File: config.mk
export PLATFORM = sky130hd
export DESIGN_NAME = audio_rx_pack_fifo
export DESIGN_NICKNAME = d
export VERILOG_FILES = /design/src/rtl/arxf_pkg.sv /design/src/rtl/arxf_pair_store.sv /design/src/rtl/arxf_packer.sv /design/src/rtl/arxf_ctl.sv /design/src/rtl/audio_rx_pack_fifo.sv
export SDC_FILE = /design/constraint.sdc
export NUM_CORES = 1
export LEC_CHECK = 0
export ABC_AREA = 1
export BUFFER_PORTS_ARGS = -buffer_cell sky130_fd_sc_hd__buf_4
export CAP_MARGIN = 40
export CORE_MARGIN = 5
export CORE_UTILIZATION = 55
export DETAILED_ROUTE_END_ITERATION = 10
export HOLD_SLACK_MARGIN = 0.02
export PLACE_DENSITY = 0.73
export SLEW_MARGIN = 15
export SYNTH_ARGS = -nofsm -noshare
export SYNTH_HDL_FRONTEND = slang
export SYNTH_HIERARCHICAL = 1
export SYNTH_SLANG_ARGS = --single-unit
File: constraint.sdc
create_clock -name clk -period 5.8 [get_ports clk]
set_clock_uncertainty 0.1 [all_clocks]
set_input_delay 0.58 -clock clk [delete_from_list [all_inputs] [get_ports clk]]
set_output_delay 0.58 -clock clk [all_outputs]
set_load 0.02 [all_outputs]
File: src/rtl/arxf_pkg.sv
// Shared types for the audio receive FIFO: packing modes, register
// selects and configuration bit positions.
package arxf_pkg;

    typedef enum logic [1:0] {
        MD_DUAL  = 2'd0,
        MD_CMP16 = 2'd1,
        MD_CMP8  = 2'd2,
        MD_MONO  = 2'd3
    } rx_mode_e;

    localparam int CFG_CMP_BIT  = 0;
    localparam int CFG_C8_BIT   = 1;
    localparam int CFG_MONO_BIT = 2;

    localparam logic [1:0] SEL_CFG   = 2'd0;
    localparam logic [1:0] SEL_LIMIT = 2'd1;
    localparam logic [1:0] SEL_MASK  = 2'd2;

    // Mono wins over compact; the 8-bit select only matters when compact is set.
    function automatic rx_mode_e decode_mode(input logic [2:0] b);
        if (b[CFG_MONO_BIT])
            return MD_MONO;
        else if (b[CFG_CMP_BIT])
            return b[CFG_C8_BIT] ? MD_CMP8 : MD_CMP16;
        else
            return MD_DUAL;
    endfunction

endpackage

File: src/rtl/arxf_pair_store.sv
// Circular store of left/right sample pairs.
// Assumes: the caller never pushes while full and never pops while empty.
module arxf_pair_store #(
    parameter int PAIRS = 8,
    parameter int SW    = 32,
    localparam int PTR_W = (PAIRS > 1) ? $clog2(PAIRS) : 1,
    localparam int CNT_W = $clog2(PAIRS + 1)
) (
    input  logic             clk,
    input  logic             rst_n,
    input  logic             push_i,
    input  logic [SW-1:0]    push_l_i,
    input  logic [SW-1:0]    push_r_i,
    input  logic             pop_i,
    output logic [SW-1:0]    head_l_o,
    output logic [SW-1:0]    head_r_o,
    output logic [CNT_W-1:0] cnt_o,
    output logic             full_o,
    output logic             empty_o
);

    logic [SW-1:0]    mem_l [PAIRS];
    logic [SW-1:0]    mem_r [PAIRS];
    logic [PTR_W-1:0] wr_ptr;
    logic [PTR_W-1:0] rd_ptr;
    logic [CNT_W-1:0] cnt;

    function automatic logic [PTR_W-1:0] ptr_next(input logic [PTR_W-1:0] p);
        return (p == PTR_W'(PAIRS - 1)) ? '0 : p + 1'b1;
    endfunction

    // Sample storage: written at the tail, no reset needed.
    always_ff @(posedge clk) begin
        if (push_i) begin
            mem_l[wr_ptr] <= push_l_i;
            mem_r[wr_ptr] <= push_r_i;
        end
    end

    // Pointer and entry count maintenance.
    always_ff @(posedge clk) begin
        if (!rst_n) begin
            wr_ptr <= '0;
            rd_ptr <= '0;
            cnt    <= '0;
        end else begin
            if (push_i) wr_ptr <= ptr_next(wr_ptr);
            if (pop_i)  rd_ptr <= ptr_next(rd_ptr);
            case ({push_i, pop_i})
                2'b10:   cnt <= cnt + 1'b1;
                2'b01:   cnt <= cnt - 1'b1;
                default: cnt <= cnt;
            endcase
        end
    end

    // Head entry and occupancy flags.
    always_comb begin
        head_l_o = mem_l[rd_ptr];
        head_r_o = mem_r[rd_ptr];
        cnt_o    = cnt;
        full_o   = (cnt == CNT_W'(PAIRS));
        empty_o  = (cnt == '0);
    end

endmodule

File: src/rtl/arxf_packer.sv
// Forms the 32-bit read word from the head pair according to the mode.
// Assumes: 16 <= SW <= 32; returns zero when the store is empty.
module arxf_packer
    import arxf_pkg::*;
#(
    parameter int SW = 32
) (
    input  rx_mode_e       mode_i,
    input  logic           half_i,
    input  logic           empty_i,
    input  logic [SW-1:0]  head_l_i,
    input  logic [SW-1:0]  head_r_i,
    output logic [31:0]    data_o
);

    logic [31:0] l32;
    logic [31:0] r32;

    // Mode-dependent word layout.
    always_comb begin
        l32 = 32'(head_l_i);
        r32 = 32'(head_r_i);
        if (empty_i) begin
            data_o = '0;
        end else begin
            case (mode_i)
                MD_DUAL:  data_o = half_i ? r32 : l32;
                MD_CMP16: data_o = {r32[15:0], l32[15:0]};
                MD_CMP8:  data_o = {16'h0000, r32[7:0], l32[7:0]};
                default:  data_o = l32;
            endcase
        end
    end

endmodule

File: src/rtl/arxf_ctl.sv
// Control registers (mode, limit, mask) and the service-request compare.
// Assumes: level_i is in half-pair units; limit bit 0 is not stored.
module arxf_ctl
    import arxf_pkg::*;
#(
    parameter int LVL_W = 5
) (
    input  logic             clk,
    input  logic             rst_n,
    input  logic             rx_en,
    input  logic             reg_wr,
    input  logic [1:0]       reg_sel,
    input  logic [31:0]      reg_wdata,
    input  logic [LVL_W-1:0] level_i,
    output rx_mode_e         mode_o,
    output logic [LVL_W-1:0] limit_o,
    output logic             mask_o,
    output logic             svc_o
);

    logic             en_q;
    logic [LVL_W-2:0] lim_hi;
    logic             mask_q;
    rx_mode_e         mode_q;

    // Register writes; a rising enable arms the mask over any mask write.
    always_ff @(posedge clk) begin
        if (!rst_n) begin
            en_q   <= 1'b0;
            lim_hi <= '0;
            mask_q <= 1'b0;
            mode_q <= MD_DUAL;
        end else begin
            en_q <= rx_en;
            if (reg_wr && reg_sel == SEL_CFG)
                mode_q <= decode_mode(reg_wdata[2:0]);
            if (reg_wr && reg_sel == SEL_LIMIT)
                lim_hi <= reg_wdata[LVL_W-1:1];
            if (rx_en && !en_q)
                mask_q <= 1'b1;
            else if (reg_wr && reg_sel == SEL_MASK)
                mask_q <= reg_wdata[0];
        end
    end

    // Read-back and strict greater-than request compare.
    always_comb begin
        mode_o  = mode_q;
        mask_o  = mask_q;
        limit_o = {lim_hi, 1'b1};
        svc_o   = mask_q && (level_i > {lim_hi, 1'b0});
    end

endmodule

File: src/rtl/audio_rx_pack_fifo.sv
// Receive sample FIFO with word packing, level count and service request.
// Assumes: one pair per in_valid strobe; the reader honours level_o.
module audio_rx_pack_fifo
    import arxf_pkg::*;
#(
    parameter int PAIRS = 8,
    parameter int SW    = 32,
    localparam int CNT_W = $clog2(PAIRS + 1),
    localparam int LVL_W = CNT_W + 1
) (
    input  logic             clk,
    input  logic             rst_n,
    input  logic             rx_en,
    input  logic             in_valid,
    input  logic [SW-1:0]    in_left,
    input  logic [SW-1:0]    in_right,
    input  logic             rd_pop,
    output logic [31:0]      rd_data,
    input  logic             reg_wr,
    input  logic [1:0]       reg_sel,
    input  logic [31:0]      reg_wdata,
    output logic [LVL_W-1:0] level_o,
    output logic [LVL_W-1:0] limit_o,
    output logic             mask_o,
    output logic             svc_req,
    output logic             overflow
);

    rx_mode_e         mode;
    logic             half;
    logic             full;
    logic             empty;
    logic [CNT_W-1:0] cnt;
    logic [SW-1:0]    head_l;
    logic [SW-1:0]    head_r;
    logic             push_ok;
    logic             pop_evt;
    logic             pop_pair;
    logic             ovf_q;

    // Push, pop and drop qualification from the current state.
    always_comb begin
        push_ok  = rx_en && in_valid && !full;
        pop_evt  = rd_pop && !empty;
        pop_pair = pop_evt && ((mode != MD_DUAL) || half);
        level_o  = {cnt, 1'b0} - {{CNT_W{1'b0}}, half};
        overflow = ovf_q;
    end

    // Half-read tracking for dual mode and the sticky overflow flag.
    always_ff @(posedge clk) begin
        if (!rst_n) begin
            half  <= 1'b0;
            ovf_q <= 1'b0;
        end else begin
            if (pop_evt)
                half <= (mode == MD_DUAL) ? !half : 1'b0;
            if (rx_en && in_valid && full)
                ovf_q <= 1'b1;
        end
    end

    arxf_pair_store #(.PAIRS(PAIRS), .SW(SW)) u_store (
        .clk      (clk),
        .rst_n    (rst_n),
        .push_i   (push_ok),
        .push_l_i (in_left),
        .push_r_i (in_right),
        .pop_i    (pop_pair),
        .head_l_o (head_l),
        .head_r_o (head_r),
        .cnt_o    (cnt),
        .full_o   (full),
        .empty_o  (empty)
    );

    arxf_packer #(.SW(SW)) u_pack (
        .mode_i   (mode),
        .half_i   (half),
        .empty_i  (empty),
        .head_l_i (head_l),
        .head_r_i (head_r),
        .data_o   (rd_data)
    );

    arxf_ctl #(.LVL_W(LVL_W)) u_ctl (
        .clk       (clk),
        .rst_n     (rst_n),
        .rx_en     (rx_en),
        .reg_wr    (reg_wr),
        .reg_sel   (reg_sel),
        .reg_wdata (reg_wdata),
        .level_i   (level_o),
        .mode_o    (mode),
        .limit_o   (limit_o),
        .mask_o    (mask_o),
        .svc_o     (svc_req)
    );

endmodule

==> results.cfg, run 1 <==
[sta]
setup_tns_ns = 0
slew_violations = 0
finalCriticalPeriod_ns = 4.127
worst_slack_ns = 1.673
rsz0062_at_grt = no
fmax_mhz = 242.3
period_share = 0.7115
worstMarginPinSlew_ns = 0.8141
slew_headroom = 0.4565
finalSetupViolCount = 0
hold_viol = 0

[detailed_routing]
drc_errors = 0
ant_nets = 0
vias = 14550
routed_wl_um = 52170
viasPerCell = 5.663
wire_per_inst_um = 20.31
drt_iter0_markers = 1517
drt-pass1-iter-count = 6

[global_route]
grt_overflow = 0
grt_pass1_vias = 13680
grt_max_degree = 132
grtUsageTotal = 0.2303
antenna_found_initial = 1
grt_pass1_wl_um = 79140

[synthesis]
synthesis.area_um2 = 22360
synth_edf_count = 512
ys_seq_area_frac = 0.7082
syn-num-nets = 2020
postSynthAreaPerCell_um2 = 11.74
ys.flop_type = edfxtp_1
synth-seq-cells = 535
ys_types = 36
synthCells = 1904
postSynth.asyncResetShare = 0
yosys_warnings = 6

[cells_and_area]
seqCellArea_um2 = 15840
syn_to_final_growth_pct = 14.16
design_area_um2 = 25520
post-route-util = 0.6380
multi_input_area_um2 = 5707
final_cells = 2569
n_fill_cell = 2966
finalNetCount = 2120
drive_gt1_frac = 0.1224

[placement]
gp_congestion = 0.8991
place_inst = 2475
port_buffers = 120
dp_hpwl_um = 31030
pre_cts_ws_ns = 2.368
dpl_cell_area_um2 = 23900

[clock_network]
root_buffer = clkbuf_16
cts_max_path_buffers = 3
clk_pin_slew_worst_paths_ns = 0.06
cts_max_level = 2
cts_resized = 0
cts_sinks = 535
post_cts_buffers = 0
cts_tree = built
cts-hold-fix-buffers = 0
cts_buffers = 52
insertion_delay_ns = 0.58

[setup_path]
worstPathCellList = inv_4 > buf_16 > buf_4 > nor2_1 > o22ai_1 > nand2_1 > nand2_1 > o21ai_0 > a21oi_1 > buf_4
r2r-start = u_store/cnt_o[1]
path_max_fanout = 71
end_kind = output pin
r2r_cells = 9
cp-start-kind = register
critPathRequiredTime_ns = 5.12
reg2reg_slack_ns = 2.66
cp_slowest_cell = dfxtp_4
max_stage_delay_ns = 0.50
r2r_end = u_store/mem_r[0][23]
crit_type = register to output pin
critPathArrivalTime_ns = 3.45

[floorplan]
fp-row-count = 73
die_h_um = 211.6
fp.coreArea_um2 = 40010
ios = 149
die_area_um2 = 44790
fp.dieW_um = 211.6
initial_core_util = 0.5589

[power]
combPwrFrac = 0.190
p_leak_nw = 9.230
internal_power_w = 0.006777
swShare = 0.2782
p_clk_frac = 0.343
ir_drop_v = 0.0004247
seqPwrFrac = 0.467
switching_power_w = 0.002613
power_density_nw_per_um2 = 367.9

[min_path]
min_to = u_ctl/en_q
hold_class = primary input to register
hold_start = rx_en
whs_path_depth = 3

[outcome]
outcome = finished, final reports clean

[run]
drv_cap = 0
[worst max-delay path, delay by kind of cell, from the launching register on]
family | cells | cell delay [ns]
buf+inv | 4 | 1.18
flops | 1 | 0.50
compound gates | 3 | 0.69
simple gates | 3 | 0.42
[state kept, by name (all words and copies together) (netlist names), named ones only]
| signal | flops |
|---|---|
| half | 1 |
| overflow | 1 |
| u_ctl/en_q | 1 |
| u_ctl/lim_hi | 4 |
| u_ctl/mask_o | 1 |
| u_ctl/mode_o | 2 |
| u_store/cnt_o | 4 |
| u_store/mem_l | 256 |
| u_store/mem_r | 256 |
| u_store/rd_ptr | 3 |
| u_store/wr_ptr | 3 |
[metrics by stage]
stage / total power [W] / hold slack (ns)
after floorplan: 0.005549 / 0.3562
after global placement: 0.006171 / 0.3522
after detailed placement: 0.006232 / 0.3563
after CTS: 0.009438 / 0.08894
after global routing: 0.009785 / 0.1072
final: 0.009390 / 0.1175
[layout by cell type, fill, tap and decap left out, types with 2 or more instances in the layout]
cell       netlist  routed
clkbuf_1        50      13
bufinv_16        0       5
inv_1           68      68
buf_12           5       7
o21ai_1         32      32
a21oi_1         14      14
edfxtp_1       512     512
o21ai_0        251     251
o22ai_1         64      64
nor2_1         302     294
mux2i_1         64      64
nand2_1        372     372
dfxtp_1         23      20
inv_4            1       2
nand2_2          2       2
xnor2_1          2       2
o211ai_1         3       3
ha_1            12      12
inv_2            5       3
buf_4           15     137
clkinv_2         1      12
buf_16           0       8
nor3_1           4       4
clkinv_1         0      11
dfxtp_4          0       2
nand3_1         48      48
clkbuf_16        0      53
nand4_1          3       3
or2_2            4       4
nor2_4           2      10
[kinds of logic after synthesis]
group / count (synthesis) / share of synthesized area
other: 1 / 0.0001677
buffers and inverters: 182 / 0.03923
AND/OR/NAND/NOR: 739 / 0.1291
multiplexers: 64 / 0.02865
adder cells (fa/ha/maj): 12 / 0.006715
flip-flops: 535 / 0.7082
AO/OA/AOI/OAI: 368 / 0.08674
XOR/XNOR: 3 / 0.001175
[synth_stat cells, types with 2 or more instances]
master | count | area (µm²)
xnor2_1 | 2 | 17.52
nand3_1 | 48 | 240.2
inv_2 | 5 | 18.77
buf_4 | 15 | 112.6
o21ai_1 | 32 | 160.2
nor2_1 | 302 | 1134
clkbuf_1 | 50 | 187.7
buf_1 | 15 | 56.30
o22ai_1 | 64 | 400.4
o21ai_0 | 251 | 1256
buf_2 | 18 | 90.09
ha_1 | 12 | 150.1
buf_12 | 5 | 100.1
nand2_2 | 2 | 12.51
o211ai_1 | 3 | 22.52
inv_1 | 68 | 255.2
or2_2 | 4 | 25.02
nor2_4 | 2 | 22.52
buf_6 | 4 | 45.04
nor3_1 | 4 | 20.02
a21oi_1 | 14 | 70.07
nand2_1 | 372 | 1396
nand4_1 | 3 | 18.77
edfxtp_1 | 512 | 15370
dfxtp_1 | 23 | 460.4
mux2i_1 | 64 | 640.6
[cell type report]
| cell class | count | area share |
|---|---|---|
| well taps | 525 | 0.02574 |
| diodes | 1 | 0.00009804 |
| repair buffers | 153 | 0.05500 |
| multi-input cells | 1187 | 0.2236 |
| flip-flops and latches | 535 | 0.6207 |
| inverters | 75 | 0.01132 |
| clock buffers | 66 | 0.05387 |
| clock inverters | 27 | 0.009657 |
[power by group through the flow]
stage          logic (W)  clock network [W]  registers, W
6_report         0.00178            0.00322       0.00439
5_1_grt          0.00194            0.00345       0.00440
4_1_cts          0.00178            0.00328       0.00439
3_5_place_dp     0.00176                  0       0.00447
3_3_place_gp     0.00170                  0       0.00447
2_1_floorplan    0.00110                  0       0.00445
[worst max-delay path by stage]
stage,slack (ns),to
3_3_place_gp,2.14,rd_data[10]
5_1_grt,1.48,rd_data[12]
3_5_place_dp,2.37,rd_data[27]
2_1_floorplan,1.37,u_store/mem_l[0][0]
4_1_cts,1.73,rd_data[27]
6_report,1.67,rd_data[18]
[layer usage]
metal,vias up,part of all wire,track usage
li1,6889,-,-
met1,6996,0.41,0.3298
met2,583,0.47,0.3627
met3,78,0.091,0.04668
met4,2,0.024,0.06841
met5,-,0.00027,0
Note: power is estimated with default switching activity, not from simulation.
==> run 2, diff against run 1 <==
- PLACE_DENSITY: 0.73 -> 0.76
- clock period: 5.8 -> 3.4 ns (I/O delays scaled with it)
==> run 2 against run 1 <==
  * Hold slack worse by 0.072 ns
  * Worst setup slack worse by 1.6 ns
  * Die area stayed put
  * Combinational power is 81% higher
  * Utilization is 2.6 points higher
  * Global-route usage is 0.66 points higher
  * Sequential cell count stayed put
  * Largest cell class unchanged
  * Largest power group unchanged
==> results.cfg, run 2 (synthesized netlist as in run 1, its figures left out) <==
[outcome]
outcome = finished, final reports clean

[power]
ir_drop_v = 0.0005121
p_clk_frac = 0.358
swShare = 0.2765
seqPwrFrac = 0.448
power_density_nw_per_um2 = 627.7
switching_power_w = 0.004608
p_leak_nw = 9.697
combPwrFrac = 0.194
internal_power_w = 0.01206

[clock_network]
cts_tree = built
cts_sinks = 535
root_buffer = clkbuf_16
insertion_delay_ns = 0.58
cts_buffers = 53
cts_max_path_buffers = 3
cts_max_level = 2
clk_pin_slew_worst_paths_ns = 0.06

[setup_path]
crit_type = register to output pin
r2r_end = u_store/mem_r[0][28]
cp-start-kind = register
critPathArrivalTime_ns = 2.85
r2r_cells = 8
reg2reg_slack_ns = 0.67
critPathRequiredTime_ns = 2.96
end_kind = output pin
path_max_fanout = 85
r2r-start = u_store/cnt_o[1]

[cells_and_area]
design_area_um2 = 26550
reg.largest.list = u_store/mem_l: 256 flops, u_store/mem_r: 256 flops
n_fill_cell = 2833
drive_gt1_frac = 0.1269
layout_commonest_cell = edfxtp_1
finalNetCount = 2212
final_cell_mix = edfxtp_1 (512), nand2_1 (369), nor2_1 (294), o21ai_0 (250), buf_4 (146)
syn_to_final_growth_pct = 18.75

[detailed_routing]
vias = 15290
drc_errors = 0
wire_per_inst_um = 20.45
drt_iter0_markers = 1677
ant_nets = 0
routed_wl_um = 54440
viasPerCell = 5.745
drt-pass1-iter-count = 7

[global_route]
grt_pass1_vias = 14540
grtUsageTotal = 0.2369
grt_pass1_wl_um = 82130
grt_max_degree = 137
grt_overflow = 0
antenna_found_initial = 2

[min_path]
hold_class = primary input to register
whs_path_depth = 5
min_to = half
hold_start = rd_pop

[sta]
rsz0062_at_grt = no
finalSetupViolCount = 0
period_share = 0.9670
setup_tns_ns = 0
slew_headroom = 0.4774
worstMarginPinSlew_ns = 0.7831
hold_viol = 0
slew_violations = 0
fmax_mhz = 304.1
finalCriticalPeriod_ns = 3.288

[placement]
dp_hpwl_um = 30900
port_buffers = 120
gp_congestion = 0.9140
dpl_cell_area_um2 = 23880

[floorplan]
die_h_um = 211.6
ios = 149
fp-row-count = 73
die_area_um2 = 44790
fp.dieW_um = 211.6
initial_core_util = 0.5589
fp.coreArea_um2 = 40010

[run]
drv_cap = 0
-- run 2: cell count changes in the layout (fill, tap and decap cells not counted), sizes merged --
cell | previous run | this run
clkbuf | 66 | 64
clkinv | 23 | 22
bufinv | 5 | 9
buf | 153 | 163
inv | 73 | 75
dlygate4sd3 | 0 | 80
-- run 2: metal layers --
metal / share of wire / global-route usage
met1: 0.39 / 0.3296
met2: 0.48 / 0.3879
met3: 0.10 / 0.03868
met4: 0.029 / 0.07574
met5: 0.00020 / 0
-- run 2: power by group through the flow --
| stage | Clock (W) | Sequential, W | Combinational [W] |
|---|---|---|---|
| CTS | 0.00604 | 0.00746 | 0.00315 |
| global placement | 0 | 0.00759 | 0.00296 |
| floorplan | 0 | 0.00759 | 0.00187 |
| detailed placement | 0 | 0.00760 | 0.00305 |
| finish | 0.00597 | 0.00747 | 0.00323 |
| global route | 0.00634 | 0.00748 | 0.00349 |
-- run 2: per-stage QoR --
step / total power, W / cells / setup slack, ns / util / hold WS (ns)
5_1_grt: 0.01731 / 2662 / 0.005736 / 0.6637 / 0.07191
3_3_place_gp: 0.01055 / 2481 / 0.7240 / 0.5965 / 0.3530
4_1_cts: 0.01664 / 2657 / 0.05812 / 0.6615 / 0.02601
6_report: 0.01667 / 2662 / 0.1121 / 0.6637 / 0.04509
2_1_floorplan: 0.009465 / 1904 / -1.012 / - / 0.3335
3_5_place_dp: 0.01065 / 2482 / 0.6725 / 0.5969 / 0.3578
-- run 2: layout make-up --
| cell class | instances | area [µm²] | area share |
|---|---|---|---|
| multi-input combinational | 1187 | 5718 | 0.2154 |
| antenna | 1 | 2.502 | 0.00009425 |
| clock inverter | 32 | 377.9 | 0.01423 |
| sequential | 535 | 15840 | 0.5967 |
| inverter | 75 | 287.8 | 0.01084 |
| tap | 525 | 656.9 | 0.02474 |
| timing repair buffer | 244 | 2258 | 0.08506 |
| clock buffer | 63 | 1406 | 0.05297 |
-- run 2: how the worst max path moves through the flow --
stage          depth (start not counted)              endpoint        startpoint  slack [ns]
6_report                              10           rd_data[18]          register        0.11
5_1_grt                               13           rd_data[13]          register       0.006
4_1_cts                               12           rd_data[23]          register        0.06
3_5_place_dp                           8  u_store/mem_r[0][23]  u_store/cnt_o[1]        0.67
3_3_place_gp                          14            rd_data[9]          register        0.72
2_1_floorplan                          7   u_store/mem_l[0][0]  u_store/cnt_o[1]       -1.01
-- run 2: critical path, cell delays in order (launching register included) --
cell     delay (ns)
dfxtp_4        0.48
buf_16         0.32
nor2_1         0.09
nor2_1         0.08
o21ai_0        0.11
o21ai_1        0.10
nand2_1        0.08
nand2_1        0.25
o21ai_0        0.12
a21oi_1        0.36
buf_4          0.22
-- run 2: repair_timing --
action / in CTS / in global routing
endpoints found under the setup margin: 0 / 22
hold buffers: 80 / 0
setup buffers: 0 / 3
endpoints found under the hold margin: 528 / 0
gates resized for setup: 0 / 10
==> run 3, diff against run 2 <==
- BUFFER_PORTS_ARGS: -buffer_cell sky130_fd_sc_hd__buf_4 -> -buffer_cell sky130_fd_sc_hd__buf_2
- MAX_ROUTING_LAYER: default -> met4
==> run 3 against run 2 <==
  * Utilization decreased by 0.62 points
  * Sequential power about the same
  * Hold slack improved by 0.012 ns
  * Clock-buffer cell count decreased by 1
  * Global-route usage increased by 0.71 points
  * Combinational power decreased by 5%
  * Critical path type unchanged
  * Final cell count decreased by 0.23%
  * Maximum frequency increased by 2.2%
  * Sequential share of layout area increased by 0.56 points
  * First-iteration DRC count decreased by 11%
  * Non-clock buffer count decreased by 10
  * Critical path depth decreased by 4
==> results.cfg, run 3 (synthesized netlist as in run 1, its figures left out) <==
[outcome]
outcome = finished, final reports clean

[cells_and_area]
design_area_um2 = 26300
final_cell_mix = edfxtp_1 (512), nand2_1 (370), nor2_1 (294), o21ai_0 (251), buf_2 (120)
syn_to_final_growth_pct = 17.64
finalNetCount = 2202
reg.largest.list = u_store/mem_l: 256 flops, u_store/mem_r: 256 flops
drive_gt1_frac = 0.1264
layout_commonest_cell = edfxtp_1
post-route-util = 0.6575

[sta]
finalCriticalPeriod_ns = 3.216
worst_slack_ns = 0.1841
finalSetupViolCount = 0
slew_violations = 0
rsz0062_at_grt = yes
slew_headroom = 0.4528
fmax_mhz = 311.0
hold_viol = 0
hold_ws_ns = 0.05741
setup_tns_ns = 0
period_share = 0.9459
worstMarginPinSlew_ns = 0.8196

[clock_network]
cts_tree = built
cts_sinks = 535
insertion_delay_ns = 0.59
clk_pin_slew_worst_paths_ns = 0.06
cts_buffers = 53
root_buffer = clkbuf_16
cts_max_level = 2
cts_max_path_buffers = 3

[power]
p_leak_nw = 9.611
ir_drop_v = 0.0005186
power_density_nw_per_um2 = 627.5

[placement]
gp_congestion = 0.8817
pre_cts_ws_ns = 0.6827
dpl_cell_area_um2 = 23640
dp_hpwl_um = 30170
port_buffers = 120

[setup_path]
r2r_cells = 11
cp_num_cells = 6
crit_type = register to output pin
cp-start-kind = register
path_max_fanout = 25
critPathTopFamily = simple AND/OR/NAND/NOR gates
end_kind = output pin
crit_buf_inv = 2
worstPathCellList = nor2_4 > nand2_2 > inv_2 > o21ai_0 > nor2_1 > buf_2
cp_slowest_cell = nor2_4
max_stage_delay_ns = 0.63
critPathRequiredTime_ns = 2.96
critPathArrivalTime_ns = 2.78

[floorplan]
die_area_um2 = 44790
initial_core_util = 0.5589
die_h_um = 211.6
fp-row-count = 73
ios = 149
fp.coreArea_um2 = 40010
fp.dieW_um = 211.6

[detailed_routing]
vias = 15210
drc_errors = 0
ant_nets = 0
routed_wl_um = 54190
wire_per_inst_um = 20.40
drt-pass1-iter-count = 6
drt_iter0_markers = 1487
viasPerCell = 5.726

[global_route]
grt_pass1_wl_um = 82120
grt_max_degree = 121
antenna_found_initial = 1
grt_overflow = 0
grtUsageTotal = 0.2440
grt_pass1_vias = 14560

[min_path]
whs_path_depth = 5
hold_class = primary input to register

[run]
drv_cap = 0
## run 3: cell types whose count changed in the layout (fill, tap and decap cells not counted), sizes merged
cell / change
clkbuf: -1
diode: +1
dlygate4sd3: -6
clkinv: +6
buf: -4
inv: -1
clkinvlp: -1
## run 3: power breakdown
group	switching, W	total, W	internal, W
combinational	0.00214	0.00308	0.000940
clock	0.00238	0.00595	0.00358
sequential	0.0000864	0.00747	0.00739
total	0.00460	0.0165	0.0119
## run 3: worst paths after layout
kind / slack, ns / start / endpoint
worst min register to register: 0.36 / overflow / overflow
worst max-delay path: 0.18 / u_ctl/mode_o[1] / rd_data[5]
worst max register to register: 0.74 / u_ctl/mode_o[1] / u_store/cnt_o[2]
worst min-delay path: 0.06 / reg_wdata[0] / u_ctl/mode_o[0]
## run 3: area by class of cell
cell class,instances,area [µm²]
fill,2821,13700
clock buffer,62,1381
inverter,75,292.8
multi-input combinational,1187,5719
clock inverter,36,404.1
timing repair buffer,234,2001
sequential,535,15840
tap,525,656.9
antenna,2,5.005
## run 3: what timing repair did
action | 4_1_cts | 5_1_grt
endpoints found under the hold margin | 522 | 0
setup buffers | 0 | 3
hold buffers | 74 | 0
gates resized for setup | 0 | 19
endpoints found under the setup margin | 0 | 21
## run 3: through the flow
step	power, W	std cells
after floorplan	0.009465	1904
after detailed placement	0.01051	2478
after CTS	0.01651	2650
after global placement	0.01039	2477
after global routing	0.01715	2655
final	0.01650	2656
## run 3: worst min-delay path, delay by kind of cell
kind            cells  cell delay (ns)
compound gates      1             0.06
simple gates        2             0.14
buf+inv             2             0.16
## run 3: per-layer routing
metal	wire [µm]	vias to the layer above	global-route usage
met5	0	-	-
met4	1377	0	0.06464
met3	4447	110	0.04342
met2	26600	649	0.3983
met1	21770	7380	0.3214
li1	-	7068	-
